$ cat src/rtl/midclk_pkg.sv
package midclk_pkg;

    typedef enum logic [2:0] {
        ST_IDLE,
        ST_SETUP,
        ST_HIGH,
        ST_HOLD,
        ST_GAP
    } tx_state_e;

endpackage

$ cat src/rtl/midclk_interval_timer.sv
// Down-counter that reports when the loaded interval has run out.
module midclk_interval_timer #(
    parameter int CNT_W = 4
) (
    input  logic             clk,
    input  logic             rst,
    input  logic             load_i,
    input  logic [CNT_W-1:0] load_val_i,
    output logic             expired_o
);
    logic [CNT_W-1:0] cnt_d, cnt_q;

    always_comb begin
        cnt_d = cnt_q;
        if (load_i) begin
            cnt_d = load_val_i;
        end else if (cnt_q != '0) begin
            cnt_d = cnt_q - 1'b1;
        end
    end

    always_ff @(posedge clk) begin
        if (rst) cnt_q <= '0;
        else     cnt_q <= cnt_d;
    end

    assign expired_o = (cnt_q == '0);
endmodule

$ cat src/rtl/midclk_word_shifter.sv
// Holds the captured word; its top bit is the bit currently on the line.
module midclk_word_shifter #(
    parameter int WORD_W = 16
) (
    input  logic              clk,
    input  logic              rst,
    input  logic              load_i,
    input  logic [WORD_W-1:0] word_i,
    input  logic              shift_i,
    output logic              msb_o
);
    logic [WORD_W-1:0] sh_d, sh_q;

    always_comb begin
        sh_d = sh_q;
        if (load_i) begin
            sh_d = word_i;
        end else if (shift_i) begin
            sh_d = {sh_q[WORD_W-2:0], 1'b0};
        end
    end

    always_ff @(posedge clk) begin
        if (rst) sh_q <= '0;
        else     sh_q <= sh_d;
    end

    assign msb_o = sh_q[WORD_W-1];
endmodule

$ cat src/rtl/midclk_ser_tx.sv
module midclk_ser_tx #(
    parameter int WORD_W    = 16,
    parameter int SETUP_CYC = 4,
    parameter int HIGH_CYC  = 4,
    parameter int HOLD_CYC  = 4,
    parameter int GAP_CYC   = 200
) (
    input  logic              clk,
    input  logic              rst,
    input  logic              load_i,
    input  logic [WORD_W-1:0] word_i,
    output logic              busy_o,
    output logic              data_o,
    output logic              sclk_o
);
    import midclk_pkg::*;

    localparam int MAX_A = (SETUP_CYC > HIGH_CYC) ? SETUP_CYC : HIGH_CYC;
    localparam int MAX_B = (HOLD_CYC > GAP_CYC) ? HOLD_CYC : GAP_CYC;
    localparam int MAX_C = (MAX_A > MAX_B) ? MAX_A : MAX_B;
    localparam int CNT_W = $clog2(MAX_C + 1);
    localparam int IDX_W = $clog2(WORD_W);

    localparam logic [CNT_W-1:0] SETUP_LD = CNT_W'(SETUP_CYC - 1);
    localparam logic [CNT_W-1:0] HIGH_LD  = CNT_W'(HIGH_CYC - 1);
    localparam logic [CNT_W-1:0] HOLD_LD  = CNT_W'(HOLD_CYC - 1);
    localparam logic [CNT_W-1:0] GAP_LD   = CNT_W'(GAP_CYC - 1);
    localparam logic [IDX_W-1:0] LAST_IDX = IDX_W'(WORD_W - 1);

    typedef struct packed {
        tx_state_e        state;
        logic [IDX_W-1:0] bits_left;
        logic             drive;
        logic             sclk;
        logic             busy;
    } tx_regs_t;

    tx_regs_t         r_d, r_q;
    logic             tmr_load;
    logic [CNT_W-1:0] tmr_val;
    logic             tmr_done;
    logic             sh_load;
    logic             sh_shift;
    logic             sh_msb;

    always_comb begin
        r_d      = r_q;
        tmr_load = 1'b0;
        tmr_val  = '0;
        sh_load  = 1'b0;
        sh_shift = 1'b0;
        unique case (r_q.state)
            ST_IDLE: begin
                if (load_i) begin
                    r_d.state     = ST_SETUP;
                    r_d.bits_left = LAST_IDX;
                    r_d.drive     = 1'b1;
                    r_d.busy      = 1'b1;
                    sh_load       = 1'b1;
                    tmr_load      = 1'b1;
                    tmr_val       = SETUP_LD;
                end
            end
            ST_SETUP: begin
                if (tmr_done) begin
                    r_d.state = ST_HIGH;
                    r_d.sclk  = 1'b1;
                    tmr_load  = 1'b1;
                    tmr_val   = HIGH_LD;
                end
            end
            ST_HIGH: begin
                if (tmr_done) begin
                    r_d.state = ST_HOLD;
                    r_d.sclk  = 1'b0;
                    tmr_load  = 1'b1;
                    tmr_val   = HOLD_LD;
                end
            end
            ST_HOLD: begin
                if (tmr_done) begin
                    tmr_load = 1'b1;
                    if (r_q.bits_left == '0) begin
                        r_d.state = ST_GAP;
                        r_d.drive = 1'b0;
                        tmr_val   = GAP_LD;
                    end else begin
                        r_d.state     = ST_SETUP;
                        r_d.bits_left = r_q.bits_left - 1'b1;
                        sh_shift      = 1'b1;
                        tmr_val       = SETUP_LD;
                    end
                end
            end
            ST_GAP: begin
                if (tmr_done) begin
                    r_d.state = ST_IDLE;
                    r_d.busy  = 1'b0;
                end
            end
            default: r_d.state = ST_IDLE;
        endcase
    end

    always_ff @(posedge clk) begin
        if (rst) begin
            r_q.state     <= ST_IDLE;
            r_q.bits_left <= '0;
            r_q.drive     <= 1'b0;
            r_q.sclk      <= 1'b0;
            r_q.busy      <= 1'b0;
        end else begin
            r_q <= r_d;
        end
    end

    midclk_interval_timer #(.CNT_W(CNT_W)) u_timer (
        .clk        (clk),
        .rst        (rst),
        .load_i     (tmr_load),
        .load_val_i (tmr_val),
        .expired_o  (tmr_done)
    );

    midclk_word_shifter #(.WORD_W(WORD_W)) u_shift (
        .clk     (clk),
        .rst     (rst),
        .load_i  (sh_load),
        .word_i  (word_i),
        .shift_i (sh_shift),
        .msb_o   (sh_msb)
    );

    assign busy_o = r_q.busy;
    assign sclk_o = r_q.sclk;
    assign data_o = sh_msb & r_q.drive;
endmodule

$ cat config.mk
export PLATFORM = sky130hd
export DESIGN_NAME = midclk_ser_tx
export DESIGN_NICKNAME = d
export VERILOG_FILES = /design/src/rtl/midclk_pkg.sv /design/src/rtl/midclk_interval_timer.sv /design/src/rtl/midclk_word_shifter.sv /design/src/rtl/midclk_ser_tx.sv
export SDC_FILE = /design/constraint.sdc
export NUM_CORES = 1
export LEC_CHECK = 0
export BUFFER_PORTS_ARGS = -buffer_cell sky130_fd_sc_hd__clkbuf_2
export CORE_MARGIN = 5
export CORE_UTILIZATION = 35
export CTS_CLUSTER_DIAMETER = 150
export DETAILED_ROUTE_END_ITERATION = 6
export PLACE_DENSITY = 0.59
export SETUP_SLACK_MARGIN = 0.3
export SLEW_MARGIN = 30
export SYNTH_ARGS = -nofsm -noshare
export SYNTH_HDL_FRONTEND = slang
export SYNTH_HIERARCHICAL = 1
export SYNTH_SLANG_ARGS = --single-unit
$ cat constraint.sdc
create_clock -name clk -period 4.15 [get_ports clk]
set_input_delay 0 -clock clk [delete_from_list [all_inputs] [get_ports clk]]
set_output_delay 0 -clock clk [all_outputs]
set_load 0.05 [all_outputs]
== After elaboration in Yosys (flattened, before gate mapping) ==
Index checks and enable logic that the tools add are counted.

* Bits in registers: 34
* Word-level logic and storage cells: 68
* Output and inout bits: 3
* Bits of input ports: 19

* Reduce and logical (&&, ||, !) cells: 16
* Bitwise logic cells: 1
* Equality and inequality tests: 11
* $add $sub $neg: 2
* Mux-type cells: 31

{| class="wikitable"
|+ Operators with widths
! operator !! count
|-
| 8-bit two-way mux || 6
|-
| 16-bit two-way mux || 2
|-
| 8-bit case mux with 3 select lines || 1
|-
| 3-bit case mux with 5 select lines || 1
|-
| 2-bit inequality test, second input constant || 7
|-
| 3-bit two-way mux || 4
|-
| 1-bit two-way mux || 10
|-
| 5-bit case mux with 2 select lines || 1
|-
| 2-bit nonzero test || 5
|-
| 8-bit logical NOT || 1
|-
| 4-bit AND reduction || 2
|-
| 8-bit nonzero test || 1
|-
| 8-bit by 1-bit subtractor with 8-bit output, second input constant || 1
|-
| 3-bit by 2-bit equality test with 1-bit output, second input constant || 2
|-
| 1-bit case mux with 2 select lines || 3
|-
| 3-bit AND reduction || 2
|-
| 5-bit AND reduction || 1
|-
| 4-bit logical NOT || 1
|-
| 2-bit two-way mux || 2
|-
| 4-bit two-way mux || 1
|-
| 4-bit by 1-bit subtractor with 4-bit output, second input constant || 1
|-
| 3-bit by 1-bit equality test with 1-bit output, second input constant || 1
|-
| 3-bit equality test, second input constant || 1
|-
| 3-bit logical NOT || 1
|-
| other kinds (3) || 3
|}

== Longest topological paths before layout ==
Gate-level depths: netlist of run 1.

* Word-level depth: 6
* Gate-level depth with buffers: 11
* Gate-level depth less buffers: 8

== Modules after synthesis ==
Netlist of run 1, hierarchy kept.

{| class="wikitable"
|+ By module, submodules not included
! module !! cells an instance !! seq. area each (um2) !! area an instance (um2) !! instances
|-
| midclk_word_shifter || 71 || 320.3 || 764.5 || 1
|-
| midclk_ser_tx || 67 || 200.2 || 608.1 || 1
|-
| midclk_interval_timer || 53 || 160.2 || 475.5 || 1
|}

== Least setup slack after synthesis of run 1 ==
No wires, ideal clock.

* Path kind: flip-flop to flip-flop
* Start: reg u_timer.cnt_q[3]
* End: reg u_shift.sh_q[4]
* Data arrival time: 2.046 ns
* Cell stages (with the launch flop): 11
* Data required time: 4.027 ns
* Path buffers: 4
* Slack: 1.982 ns
* Setup time: 0.123 ns
* Path through: dfxtp_1 -> nor4_4 -> and4bb_1 -> buf_6 -> and4b_1 -> buf_6 -> and2_2 -> buf_6 -> buf_12 -> mux2i_1 -> a211oi_2

* Cells in the longest elaborated chain, start to end: 4

{| class="wikitable"
|+ RTL lines
! what !! RTL line !! RTL
|-
| start: declaration || midclk_interval_timer.sv:11 || <nowiki>logic [CNT_W-1:0] cnt_d, cnt_q;</nowiki>
|-
| start signal: assignment || midclk_interval_timer.sv:24 || <nowiki>else cnt_q <= cnt_d;</nowiki>
|-
| 8-bit logical NOT || midclk_interval_timer.sv:27 || <nowiki>assign expired_o = (cnt_q == '0);</nowiki>
|-
| net tmr_done || midclk_ser_tx.sv:41 || <nowiki>logic tmr_done;</nowiki>
|-
| 1-bit two-way mux || midclk_ser_tx.sv:81 || <nowiki>if (tmr_done) begin</nowiki>
|-
| 1-bit two-way mux || midclk_ser_tx.sv:52 || <nowiki>unique case (r_q.state)</nowiki>
|-
| net sh_shift || midclk_ser_tx.sv:43 || <nowiki>logic sh_shift;</nowiki>
|-
| 2-bit nonzero test (no source line) || -- ||
|-
| end signal: assignment || midclk_word_shifter.sv:24 || <nowiki>if (rst) sh_q <= '0;</nowiki>
|-
| end signal: assignment || midclk_word_shifter.sv:25 || <nowiki>else sh_q <= sh_d;</nowiki>
|-
| end: declaration || midclk_word_shifter.sv:12 || <nowiki>logic [WORD_W-1:0] sh_d, sh_q;</nowiki>
|}

The timed path passes the listed nets, and every way through them passes these cells.
A chain may end at the register's enable or synchronous reset.

== Worst setup path after layout of run 1 ==
* Start: reg u_timer.cnt_q[3]
* End: reg u_timer.cnt_q[3]

* Cells in the longest elaborated chain, start to end: 4
* Elaborated cells between the ends (all ways): 10

{| class="wikitable"
|+ RTL lines
! what !! RTL line !! RTL
|-
| 8-bit logical NOT * || midclk_interval_timer.sv:27 ||
|-
| net tmr_done || midclk_ser_tx.sv:41 ||
|-
| 1-bit two-way mux * || midclk_ser_tx.sv:65, midclk_ser_tx.sv:73, midclk_ser_tx.sv:81 ||
|-
| 1-bit case mux with 2 select lines * || midclk_ser_tx.sv:52 ||
|-
| net tmr_load || midclk_ser_tx.sv:39 || <nowiki>logic tmr_load;</nowiki>
|-
| 8-bit two-way mux or 2-bit nonzero test (tied branches) || -- ||
|}

Mark *: on every way through the listed nets, which the timed path passes. The rest lies on a longest branch. The select of a mux whose other input is x is not followed.

==> run summary, run 1 <==
first-pass GRT wire length = 6040 um
Slew Limit Headroom = 40.9%
RSZ-0062 raised after global routing = false
aggregate global-route resource usage = 11.5%
Setup WS pre-CTS = 1.45 ns
sequential group share of total power = 39.5%
# IOs = 22
Worst IR Drop VDD = 0.320 mV
Syn Area/Cell = 9.68 um^2
synthesized cell area = 0.00185 mm^2
Final ANT Viol Nets = 0
endpoints failing setup = 0
initial antenna violation count = 0
Setup TNS = 0 ns
Critical Path AT = 2.83 ns
Cells after Synth = 191
sequential area share after synthesis = 36.8%
fin crit share = 65.0%
crit-path cells = nor4_4 > and4bb_1 > o21ai_0 > a21oi_1 > or2_2 > o32ai_1
DRT Pass-1 Iters = 4
slowest stage cell, crit path = a21oi_1
DR vias = 1395
vias in the first global route = 1394
R2R Path Start = u_timer/cnt_q[3]
DRT Wirelength = 3490 um
Gate power share = 41.6%
Area Overhead vs Synth = 14.8%
wire per inst = 12.1 um
Net Switching = 0.000511 W
Cell Int Power = 0.000824 W
post-synth cell types = 49
Max Transition Viols Final = 0
post-route setup slack = 1.45 ns
most common cell after layout, fill and taps aside = dfxtp_1
fraction of layout cells with a size suffix above 1 = 20.7%
Tightest Hold Check Type = input port to register
flops & latches, synth = 34
r2r setup slk = 1.45 ns
die area = 0.00683 mm^2
CP max stage delay = 0.75 ns
non-filler cells, final = 287
Clock power frac = 18.8%
die width = 82.7 um
GRT Residual Overflow = 0
Worst Path Required = 4.28 ns
crit path max fanout = 14
Crit Reg-Reg Endpoint = u_timer/cnt_q[3]
Reg2Reg Depth = 6
Switching Share = 38.3%
DRC viols = 0
Worst-Margin Slew = 0.887 ns
CP delay by family, top = simple AND/OR/NAND/NOR gates
post-cts resize count = 0
Hold Path Cell Cnt = 3
clk_lat worst skew = 0.28 ns
final core utilization = 41.5%
Crit Path Category = register to register
Post-synth EDFFs = 0
Initial Utilization = 36.2%
Rows = 26
status = complete, no violations
CTS tree = yes
Starting DRT DRC Count = 29
htree depth = 2
TritonCTS buffer count = 5
Syn. warnings = 6
Setup crit end kind = register
die extent in y = 82.7 um
final hold vios = 0
CTS clk-pin slew, worst paths = 0.07 ns
vias per cell = 4.86
Hold Buf Count CTS = 8
max_cap viols = 0
Root Buffer = clkbuf_8
largest net degree at the start of global routing = 37
commonest cells after routing, fill and taps aside = dfxtp_1 (34), clkbuf_2 (21), nor2b_1 (17)
Clock Path Buffers = 2
Worst setup SP type = register
# port buffers = 21
Final HPWL DP = 2320 um
Hold Path Origin = word_i[13]
minimum clock period = 2.70 ns
Main synth FF type = dfxtp_1
Hold Crit Endpoint = u_shift/sh_q[13]
Worst Skew = 0.00601 ns
leakage power = 0.804 nW
n_diodes = 0
Setup Buffers After CTS = 0
crit path buf inv count = 0
CORE AREA = 0.00511 mm^2
placed insts = 271
Routability Congestion = 0.720
Pwr Density = 629 mW/mm^2
Synth async-reset ratio = 0%
nets = 238
Max Clk Rate = 371 MHz
clock sink count = 34
[flip-flops by register name, summed over array words and instances (netlist names)]
| signal | flops |
|---|---|
| u_shift/sh_q | 16 |
| r_q | 8 |
| u_timer/cnt_q | 8 |
| busy_o | 1 |
| sclk_o | 1 |
[worst min-delay path, stage by stage]
cell and delay [ns]:
clkbuf_2 0.08, nor2b_1 0.10, a211oi_1 0.05
[synthesized netlist by cell type (2+ instances only)]
library cell   n  area [um^2]
clkbuf_1       5         18.8
o31ai_1        3         22.5
o32ai_1        4         35.0
mux2i_1       16          160
xnor2_1        3         26.3
and3_2         2         15.0
nor2b_1       17          106
a211oi_2       4         50.1
inv_1          8         30.0
and4b_1        2         20.0
buf_4          2         15.0
nor2_1         5         18.8
xor2_1         2         17.5
ha_1           3         37.5
dfxtp_1       34          681
a211oi_1      16          120
o21bai_1       2         15.0
nor3b_1        2         15.0
buf_6          4         45.0
a21oi_1        6         30.0
nor3_1         8         40.0
nand2_1       12         45.0
or2_2          2         12.5
or3b_1         2         17.5
buf_2          2         10.0
o21a_1         2         15.0
[power by group through the flow]
stage	registers, W	clock network, W	logic, W
6_report	0.000527	0.000251	0.000556
3_3_place_gp	0.000535	0	0.000548
2_1_floorplan	0.000518	0	0.000483
3_5_place_dp	0.000535	0	0.000554
4_1_cts	0.000528	0.000262	0.000563
5_1_grt	0.000547	0.000276	0.000627
[routing by layer]
| metal | part of all wire, % | global-route usage, % | up-vias |
|---|---|---|---|
| li1 | - | - | 735 |
| met1 | 52 | 14.4 | 625 |
| met2 | 42 | 18.3 | 30 |
| met3 | 4.8 | 3.25 | 5 |
| met4 | 1.3 | 4.90 | 0 |
| met5 | 0 | 0 | - |
[final cells by class]
type                            count  area (um^2)
Sequential cell                    34          681
Clock buffer                        6         82.6
Multi-Input combinational cell    137         1040
Clock inverter                      2         12.5
Tap cell                           70         87.6
Inverter                            8         30.0
Timing Repair Buffer               30          193
Fill cell                         535         2990
[logic make-up (layout without fill, tap and decap cells)]
family / count (synthesis) / count (layout) / share of synthesized area (%)
mux: 16 / 16 / 8.67
flops: 34 / 34 / 36.8
buf+inv: 22 / 46 / 7.52
other cells: 1 / 3 / 0.203
compound gates: 46 / 46 / 19.8
simple gates: 64 / 64 / 22.6
xor+xnor: 5 / 5 / 2.37
fa+ha+maj: 3 / 3 / 2.03
[how the worst max path moves through the flow]
stage / from / to / slack (ns) / depth (start not counted)
global route: u_timer/cnt_q[3] / u_timer/cnt_q[3] / 1.15 / 6
finish: u_timer/cnt_q[3] / u_timer/cnt_q[3] / 1.45 / 6
floorplan: u_timer/cnt_q[3] / u_shift/sh_q[4] / 1.98 / 10
global placement: u_timer/cnt_q[3] / u_timer/cnt_q[4] / 1.53 / 6
CTS: u_timer/cnt_q[3] / u_timer/cnt_q[4] / 1.43 / 6
detailed placement: u_timer/cnt_q[3] / u_timer/cnt_q[4] / 1.45 / 6
[through the flow]
stage	hold WS, ns	instance area (um^2)	power (W)
floorplan	0.145	1860	0.00100
global placement	0.258	1950	0.00108
detailed placement	0.254	1950	0.00109
CTS	0.00116	2120	0.00135
global route	0.00834	2120	0.00145
finish	0.0116	2120	0.00133
Power figures use the tool's default switching activity.
==> run 2, diff against run 1 <==
--- a/config.mk
+++ b/config.mk
@@ -5,12 +5,13 @@
 export SDC_FILE = /design/constraint.sdc
 export NUM_CORES = 1
 export LEC_CHECK = 0
+export ABC_AREA = 1
 export BUFFER_PORTS_ARGS = -buffer_cell sky130_fd_sc_hd__clkbuf_2
 export CORE_MARGIN = 5
 export CORE_UTILIZATION = 35
 export CTS_CLUSTER_DIAMETER = 150
 export DETAILED_ROUTE_END_ITERATION = 6
-export PLACE_DENSITY = 0.59
+export PLACE_DENSITY = 0.6
 export SETUP_SLACK_MARGIN = 0.3
 export SLEW_MARGIN = 30
 export SYNTH_ARGS = -nofsm -noshare
==> constraint.sdc (replaced) <==
create_clock -name clk -period 2.3 [get_ports clk]
set_input_delay 0 -clock clk [delete_from_list [all_inputs] [get_ports clk]]
set_output_delay 0 -clock clk [all_outputs]
set_load 0.05 [all_outputs]
==> run 2 against run 1 <==
Effect of this change:
- critical path depth up 6
- synthesized cell count up 50%
- sequential share of layout area down 1.8 points
- worst hold slack worse by 0.0051 ns
- via count up 29%
- count of clock-buffer cells in the layout unchanged
- core utilization up 1.9 points
- die area up 1.8%
- global-route usage up 0.60 points
- synthesized area up 2.0%
- maximum frequency up 46%
- largest cell class unchanged
- largest power group unchanged
==> run summary, run 2 <==
leakage power = 1.13 nW (was 0.804 nW)
crit path buf inv count = 5 (was 0)
fin crit share = 80.3% (was 65.0%)
Critical Path AT = 2.04 ns (was 2.83 ns)
Crit Path Category = register to register (unchanged)
Area Overhead vs Synth = 19.2% (was 14.8%)
final core utilization = 43.5% (was 41.5%)
DR vias = 1806 (was 1395)
GRT Residual Overflow = 0 (unchanged)
flops & latches, synth = 34 (unchanged)
Max Clk Rate = 541 MHz (was 371 MHz)
commonest cells after routing, fill and taps aside = nand2_1 (85), nand3_1 (42), dfxtp_1 (34) (was dfxtp_1 (34), clkbuf_2 (21), nor2b_1 (17))
RSZ-0062 raised after global routing = true (was false)
Worst IR Drop VDD = 0.397 mV (was 0.320 mV)
DRC viols = 0 (unchanged)
global route hottest layer = met2 (unchanged)
most common cell after layout, fill and taps aside = nand2_1 (was dfxtp_1)
DRT Wirelength = 3980 um (was 3490 um)
TritonCTS buffer count = 5 (unchanged)
largest registers = u_shift/sh_q: 16 flops, r_q: 8 flops, u_timer/cnt_q: 8 flops (unchanged)
Worst Skew = 0.00650 ns (was 0.00601 ns)
Cells after Synth = 287 (was 191)
status = complete, no violations (unchanged)
CTS clk-pin slew, worst paths = 0.07 ns (about the same)
cell taking the most area after synthesis = dfxtp_1 (unchanged)
Root Buffer = clkbuf_8 (unchanged)
Clock Path Buffers = 2 (unchanged)
M2 GR Usage = 19.8% (was 18.3%)
endpoints failing setup = 0 (unchanged)
slowest stage cell, crit path = dfxtp_1 (was a21oi_1)
htree depth = 2 (unchanged)
Post-synth EDFFs = 0 (unchanged)
Post-synth top cells = nand2_1 (85), nand3_1 (42), dfxtp_1 (34), inv_1 (33), nor2_1 (26) (was dfxtp_1 (34), nor2b_1 (17), a211oi_1 (16), mux2i_1 (16), nand2_1 (12))
Tightest Hold Check Type = input port to register (unchanged)
die area = 0.00696 mm^2 (was 0.00683 mm^2)
sequential area share after synthesis = 36.1% (was 36.8%)
minimum clock period = 1.85 ns (was 2.70 ns)
vias in the first global route = 1692 (was 1394)
fraction of layout cells with a size suffix above 1 = 19.4% (was 20.7%)
crit-path cells = inv_2 > ha_2 > nand2_2 > nor2_8 > inv_1 > o31ai_1 > buf_4 > inv_2 > nand2_2 > inv_2 > nor2_1 > nor2_1 (was nor4_4 > and4bb_1 > o21ai_0 > a21oi_1 > or2_2 > o32ai_1)
# port buffers = 21 (unchanged)
CP delay by family, top = simple AND/OR/NAND/NOR gates (unchanged)
Synth async-reset ratio = 0% (unchanged)
Final ANT Viol Nets = 0 (unchanged)
CP max stage delay = 0.32 ns (was 0.75 ns)
Worst setup SP type = register (unchanged)
clk_lat worst skew = 0.29 ns (was 0.28 ns)
Starting DRT DRC Count = 90 (was 29)
die width = 83.4 um (was 82.7 um)
Setup TNS = 0 ns (unchanged)
GRT met1 Usage = 15.5% (was 14.4%)
Rows = 26 (unchanged)
# IOs = 22 (unchanged)
Worst Path Required = 2.49 ns (was 4.28 ns)
CTS tree = yes (unchanged)
first-pass GRT wire length = 7170 um (was 6040 um)
wire per inst = 10.1 um (was 12.1 um)
met3 Use GR = 2.38% (was 3.25%)
crit path max fanout = 6 (was 14)
final hold vios = 0 (unchanged)
Final HPWL DP = 2840 um (was 2320 um)
Initial Utilization = 36.5% (was 36.2%)
most frequent CP cell = inv_2
max FFs per register = 16 (unchanged)
nets = 345 (was 238)
Syn Area/Cell = 6.57 um^2 (was 9.68 um^2)
n_diodes = 0 (unchanged)
aggregate global-route resource usage = 12.1% (was 11.5%)
DRT Pass-1 Iters = 4 (unchanged)
largest net degree at the start of global routing = 17 (was 37)
most numerous cell in the Yosys netlist = nand2_1 (was dfxtp_1)
max_cap viols = 0 (unchanged)
Routability Congestion = 0.793 (was 0.720)
clock sink count = 34 (unchanged)
Largest Register = u_shift/sh_q (unchanged)
Pwr Density = 1170 mW/mm^2 (was 629 mW/mm^2)
die extent in y = 83.4 um (was 82.7 um)
vias per cell = 4.58 (was 4.86)
Setup crit end kind = register (unchanged)
initial antenna violation count = 0 (unchanged)
Area contributors post-synth = dfxtp_1 (36%), nand2_1 (17%), nand3_1 (11%) (was dfxtp_1 (37%), mux2i_1 (8.7%), a211oi_1 (6.5%))
Syn. warnings = 6 (unchanged)
Yosys top cell area share = 36.1% (was 36.8%)
post-synth cell types = 26 (was 49)
Main synth FF type = dfxtp_1 (unchanged)
synthesized cell area = 0.00189 mm^2 (was 0.00185 mm^2)
Max Transition Viols Final = 0 (unchanged)
CORE AREA = 0.00517 mm^2 (was 0.00511 mm^2)
run 2: cell types whose count changed after synthesis, sizes merged, moves of 4 or more:
cell    delta
a211oi    -20
a21oi      +7
clkbuf     -5
inv       +31
mux2i     -16
nand2     +79
nand3     +42
nor2      +27
nor2b     -17
nor3       -5
o21ai      +7
o32ai      -4
run 2: worst register-to-register path, cell delays in order (launching register included):
cell	delay, ns
dfxtp_1	0.32
inv_2	0.08
ha_2	0.21
nand2_2	0.11
nor2_8	0.13
inv_1	0.11
o31ai_1	0.23
buf_4	0.18
inv_2	0.06
nand2_2	0.10
inv_2	0.05
nor2_1	0.09
nor2_1	0.06
run 2: final cells by class:
class | count | area [um^2]
multi-input cells | 208 | 1010
inverters | 39 | 151
clock inverters | 2 | 12.5
repair buffers | 35 | 219
well taps | 70 | 87.6
flip-flops and latches | 34 | 681
fillers | 545 | 2920
clock buffers | 6 | 82.6
run 2: through the flow:
step                setup WS (ns)  hold WS, ns  instance area (um^2)  power [W]  std cells
floorplan                   0.451       0.0691                  1890    0.00185        289
global placement            0.348        0.261                  2040    0.00204        375
detailed placement          0.301        0.262                  2040    0.00204        375
finish                      0.453      0.00651                  2250    0.00262        394
CTS                         0.304     0.000762                  2160    0.00252        385
global route                0.270       0.0397                  2250    0.00287        394
run 2: final timing paths:
| kind | start | to | slack [ns] | cells after the start |
|---|---|---|---|---|
| worst max register to register | u_timer/cnt_q[0] | u_timer/cnt_q[1] | 0.45 | 12 |
| worst max-delay path | u_timer/cnt_q[0] | u_timer/cnt_q[1] | 0.45 | 12 |
| worst min-delay path | word_i[6] | u_shift/sh_q[6] | 0.007 | 5 |
| worst min register to register | sclk_o | sclk_o | 0.46 | 2 |
run 2: logic make-up (layout without fill, tap and decap cells):
group                      after synthesis  in the layout  synth area share (%)
DFF                                     34             34                  36.1
and+or+nand+nor                        174            174                  41.9
adders and majority gates                3              3                  1.99
buffers and inverters                   47             82                  11.1
xor gates and xnor gates                 4              4                  1.86
AOI/OAI and AO/OA                       24             24                  6.77
other                                    1              3                 0.199
run 2: repair_timing:
| item | in CTS | in global routing |
|---|---|---|
| pin swaps | 0 | 1 |
| setup endpoints to repair | 2 | 24 |
| buffers inserted | 0 | 9 |
| gates resized for setup | 1 | 6 |
| hold buffers | 2 | 0 |
| hold endpoints to repair | 2 | 0 |
run 2: report_power, final:
group          leakage [nW]  internal [W]  switching [W]
clock network        0.0472      0.000240       0.000222
logic                 0.806      0.000507       0.000774
registers             0.281      0.000753       0.000126
total                  1.13       0.00150        0.00112
run 2: routing by layer:
layer / up-vias / wire, um
met4: 0 / 31
met3: 3 / 180
li1: 975 / -
met5: - / 0
met2: 41 / 1870
met1: 787 / 1900
==> run 3, diff against run 2 <==
--- a/config.mk
+++ b/config.mk
@@ -5,13 +5,13 @@
 export SDC_FILE = /design/constraint.sdc
 export NUM_CORES = 1
 export LEC_CHECK = 0
-export ABC_AREA = 1
+export ABC_AREA = 0
 export BUFFER_PORTS_ARGS = -buffer_cell sky130_fd_sc_hd__clkbuf_2
 export CORE_MARGIN = 5
 export CORE_UTILIZATION = 35
 export CTS_CLUSTER_DIAMETER = 150
 export DETAILED_ROUTE_END_ITERATION = 6
-export PLACE_DENSITY = 0.6
+export PLACE_DENSITY = 0.59
 export SETUP_SLACK_MARGIN = 0.3
 export SLEW_MARGIN = 30
 export SYNTH_ARGS = -nofsm -noshare
==> constraint.sdc (replaced) <==
create_clock -name clk -period 1.8 [get_ports clk]
set_input_delay 0 -clock clk [delete_from_list [all_inputs] [get_ports clk]]
set_output_delay 0 -clock clk [all_outputs]
set_load 0.05 [all_outputs]
==> run 3 against run 2 <==
Effect of this change:
- the run now ends with setup timing left
- combinational power up 66%
- count of clock-buffer cells in the layout down 1
- clock power increased by 15%
- global-route usage is 1.2 points higher
==> run summary, run 3 (synthesized netlist as in run 1, its figures left out) <==
status = complete, but fails checks (was complete, no violations)
violated checks = setup timing
Hold Path Cell Cnt = 3 (was 5)
DRT Pass-1 Iters = 4 (unchanged)
Starting DRT DRC Count = 55 (was 90)
Routability Congestion = 0.784 (was 0.793)
wire per inst = 13.0 um (was 10.1 um)
Crit Path Category = register to register (unchanged)
slowest stage cell, crit path = dfxtp_2 (was dfxtp_1)
leakage power = 1.05 nW (was 1.13 nW)
Setup crit end kind = register (unchanged)
initial antenna violation count = 0 (unchanged)
commonest cells after routing, fill and taps aside = buf_4 (38), dfxtp_1 (29), clkbuf_2 (21) (was nand2_1 (85), nand3_1 (42), dfxtp_1 (34))
Slew Limit Headroom = 65.8%
GRT Residual Overflow = 0 (unchanged)
most common cell after layout, fill and taps aside = buf_4 (was nand2_1)
# port buffers = 21 (unchanged)
Tightest Hold Check Type = input port to register (unchanged)
die area = 0.00683 mm^2 (was 0.00696 mm^2)
die width = 82.7 um (was 83.4 um)
crit-path cells = nor4_4 > and4bb_1 > and4b_1 > and2_4 > buf_4 > mux2i_2 > a211oi_2 (was inv_2 > ha_2 > nand2_2 > nor2_8 > inv_1 > o31ai_1 > buf_4 > inv_2 > nand2_2 > inv_2 > nor2_1 > nor2_1)
Hold Path Origin = word_i[15] (was word_i[6])
final core utilization = 50.2% (was 43.5%)
nets = 281 (was 345)
final hold vios = 0 (unchanged)
Area Overhead vs Synth = 38.7% (was 19.2%)
CORE AREA = 0.00511 mm^2 (was 0.00517 mm^2)
Worst IR Drop VDD = 0.853 mV (was 0.397 mV)
WHS = 0.00776 ns (was 0.00651 ns)
crit path max fanout = 6 (unchanged)
post-route setup slack = -0.0343 ns (was 0.453 ns)
Max Transition Viols Final = 0 (unchanged)
placed insts = 299 (was 375)
DRC viols = 0 (unchanged)
Critical Path AT = 1.99 ns (was 2.04 ns)
Worst Path Required = 1.96 ns (was 2.49 ns)
DRT Wirelength = 4260 um (was 3980 um)
endpoints failing setup = 9 (was 0)
Reg2Reg Depth = 7 (was 12)
minimum clock period = 1.83 ns (was 1.85 ns)
Initial Utilization = 36.2% (was 36.5%)
first-pass GRT wire length = 6890 um (was 7170 um)
Max Clk Rate = 545 MHz (was 541 MHz)
Worst setup SP type = register (unchanged)
Largest Register = u_shift/sh_q (unchanged)
die extent in y = 82.7 um (was 83.4 um)
fin crit share = 102% (was 80.3%)
CTS clk-pin slew, worst paths = 0.07 ns (about the same)
Crit Reg-Reg Endpoint = u_shift/sh_q[6] (was u_timer/cnt_q[1])
vias in the first global route = 1525 (was 1692)
clock sink count = 34 (unchanged)
Hold Crit Endpoint = u_shift/sh_q[15] (was u_shift/sh_q[6])
max_cap viols = 0 (unchanged)
Final HPWL DP = 2800 um (was 2840 um)
DR vias = 1565 (was 1806)
vias per cell = 4.76 (was 4.58)
CP max stage delay = 0.33 ns (was 0.32 ns)
max FFs per register = 16 (unchanged)
aggregate global-route resource usage = 13.3% (was 12.1%)
Worst-Margin Slew = 0.512 ns
CTS tree = yes (unchanged)
R2R Path Start = u_timer/cnt_q[2] (was u_timer/cnt_q[0])
RSZ-0062 raised after global routing = true (unchanged)
Clock Path Buffers = 2 (unchanged)
# IOs = 22 (unchanged)
r2r setup slk = -0.03 ns (was 0.45 ns)
largest net degree at the start of global routing = 20 (was 17)
Pwr Density = 1500 mW/mm^2 (was 1170 mW/mm^2)
Root Buffer = clkbuf_8 (unchanged)
Worst Skew = 0.00927 ns (was 0.00650 ns)
largest registers = u_shift/sh_q: 16 flops, r_q: 8 flops, u_timer/cnt_q: 8 flops (unchanged)
clk_lat worst skew = 0.29 ns (about the same)
TritonCTS buffer count = 5 (unchanged)
n_diodes = 0 (unchanged)
non-filler cells, final = 329 (was 394)
Final ANT Viol Nets = 0 (unchanged)
fraction of layout cells with a size suffix above 1 = 42.1% (was 19.4%)
htree depth = 2 (unchanged)
Rows = 26 (unchanged)
run 3: cell types whose count changed in the layout (fill, tap and decap cells not counted), sizes merged, moves of 7 or more:
cell,delta
nand2,-79
nand3,-42
buf,+33
inv,-29
nor2,-27
a211oi,+20
nor2b,+17
mux2i,+16
a21oi,-7
o21ai,-7
run 3: how the worst max path moves through the flow:
stage / from / endpoint
finish: u_timer/cnt_q[2] / u_shift/sh_q[6]
global route: u_timer/cnt_q[2] / u_shift/sh_q[14]
CTS: u_timer/cnt_q[2] / u_shift/sh_q[6]
detailed placement: u_timer/cnt_q[2] / u_shift/sh_q[1]
global placement: u_timer/cnt_q[1] / u_shift/sh_q[0]
floorplan: u_timer/cnt_q[2] / u_shift/sh_q[4]
run 3: metal layers:
metal / vias to the layer above / part of all wire, % / global-route usage (%)
met5: - / 0 / 0
met4: 0 / 1.1 / 4.90
met3: 4 / 3.5 / 3.58
met2: 22 / 46 / 21.7
met1: 713 / 49 / 16.8
li1: 826 / - / -
run 3: critical path: cells and delay by family (launching register included):
kind                   cells  cell delay, ns
muxes                      1            0.22
DFF                        1            0.33
buffers and inverters      1            0.14
and+or+nand+nor            4            0.94
AOI/OAI and AO/OA          1            0.08
run 3: area by class of cell:
| class | instances | area, um^2 |
|---|---|---|
| Sequential cell | 34 | 687 |
| Fill cell | 505 | 2540 |
| Clock buffer | 5 | 68.8 |
| Multi-Input combinational cell | 137 | 1130 |
| Inverter | 8 | 37.5 |
| Timing Repair Buffer | 73 | 543 |
| Tap cell | 70 | 87.6 |
| Clock inverter | 2 | 10.0 |
run 3: repair_timing:
item / 4_1_cts / 5_1_grt
pin swaps: 22 / 15
endpoints found under the setup margin: 33 / 34
endpoints found under the hold margin: 6 / 1
resized for setup: 21 / 10
buffers inserted: 13 / 3
hold buffers: 6 / 1
run 3: where the power goes:
group | switching, W | internal, W
logic | 0.000979 | 0.00114
clock network | 0.000273 | 0.000259
registers | 0.000194 | 0.00100
run 3: stage by stage:
| step | instance area (um^2) | worst slack (ns) | total power [W] | TNS, ns |
|---|---|---|---|---|
| after floorplan | 1880 | -0.317 | 0.00236 | -4.17 |
| after global placement | 2180 | 0.00129 | 0.00285 | 0 |
| after detailed placement | 2180 | -0.0434 | 0.00286 | -0.200 |
| after CTS | 2480 | -0.0192 | 0.00372 | -0.0793 |
| after global routing | 2560 | -0.0902 | 0.00413 | -1.23 |
| final | 2560 | -0.0343 | 0.00385 | -0.152 |
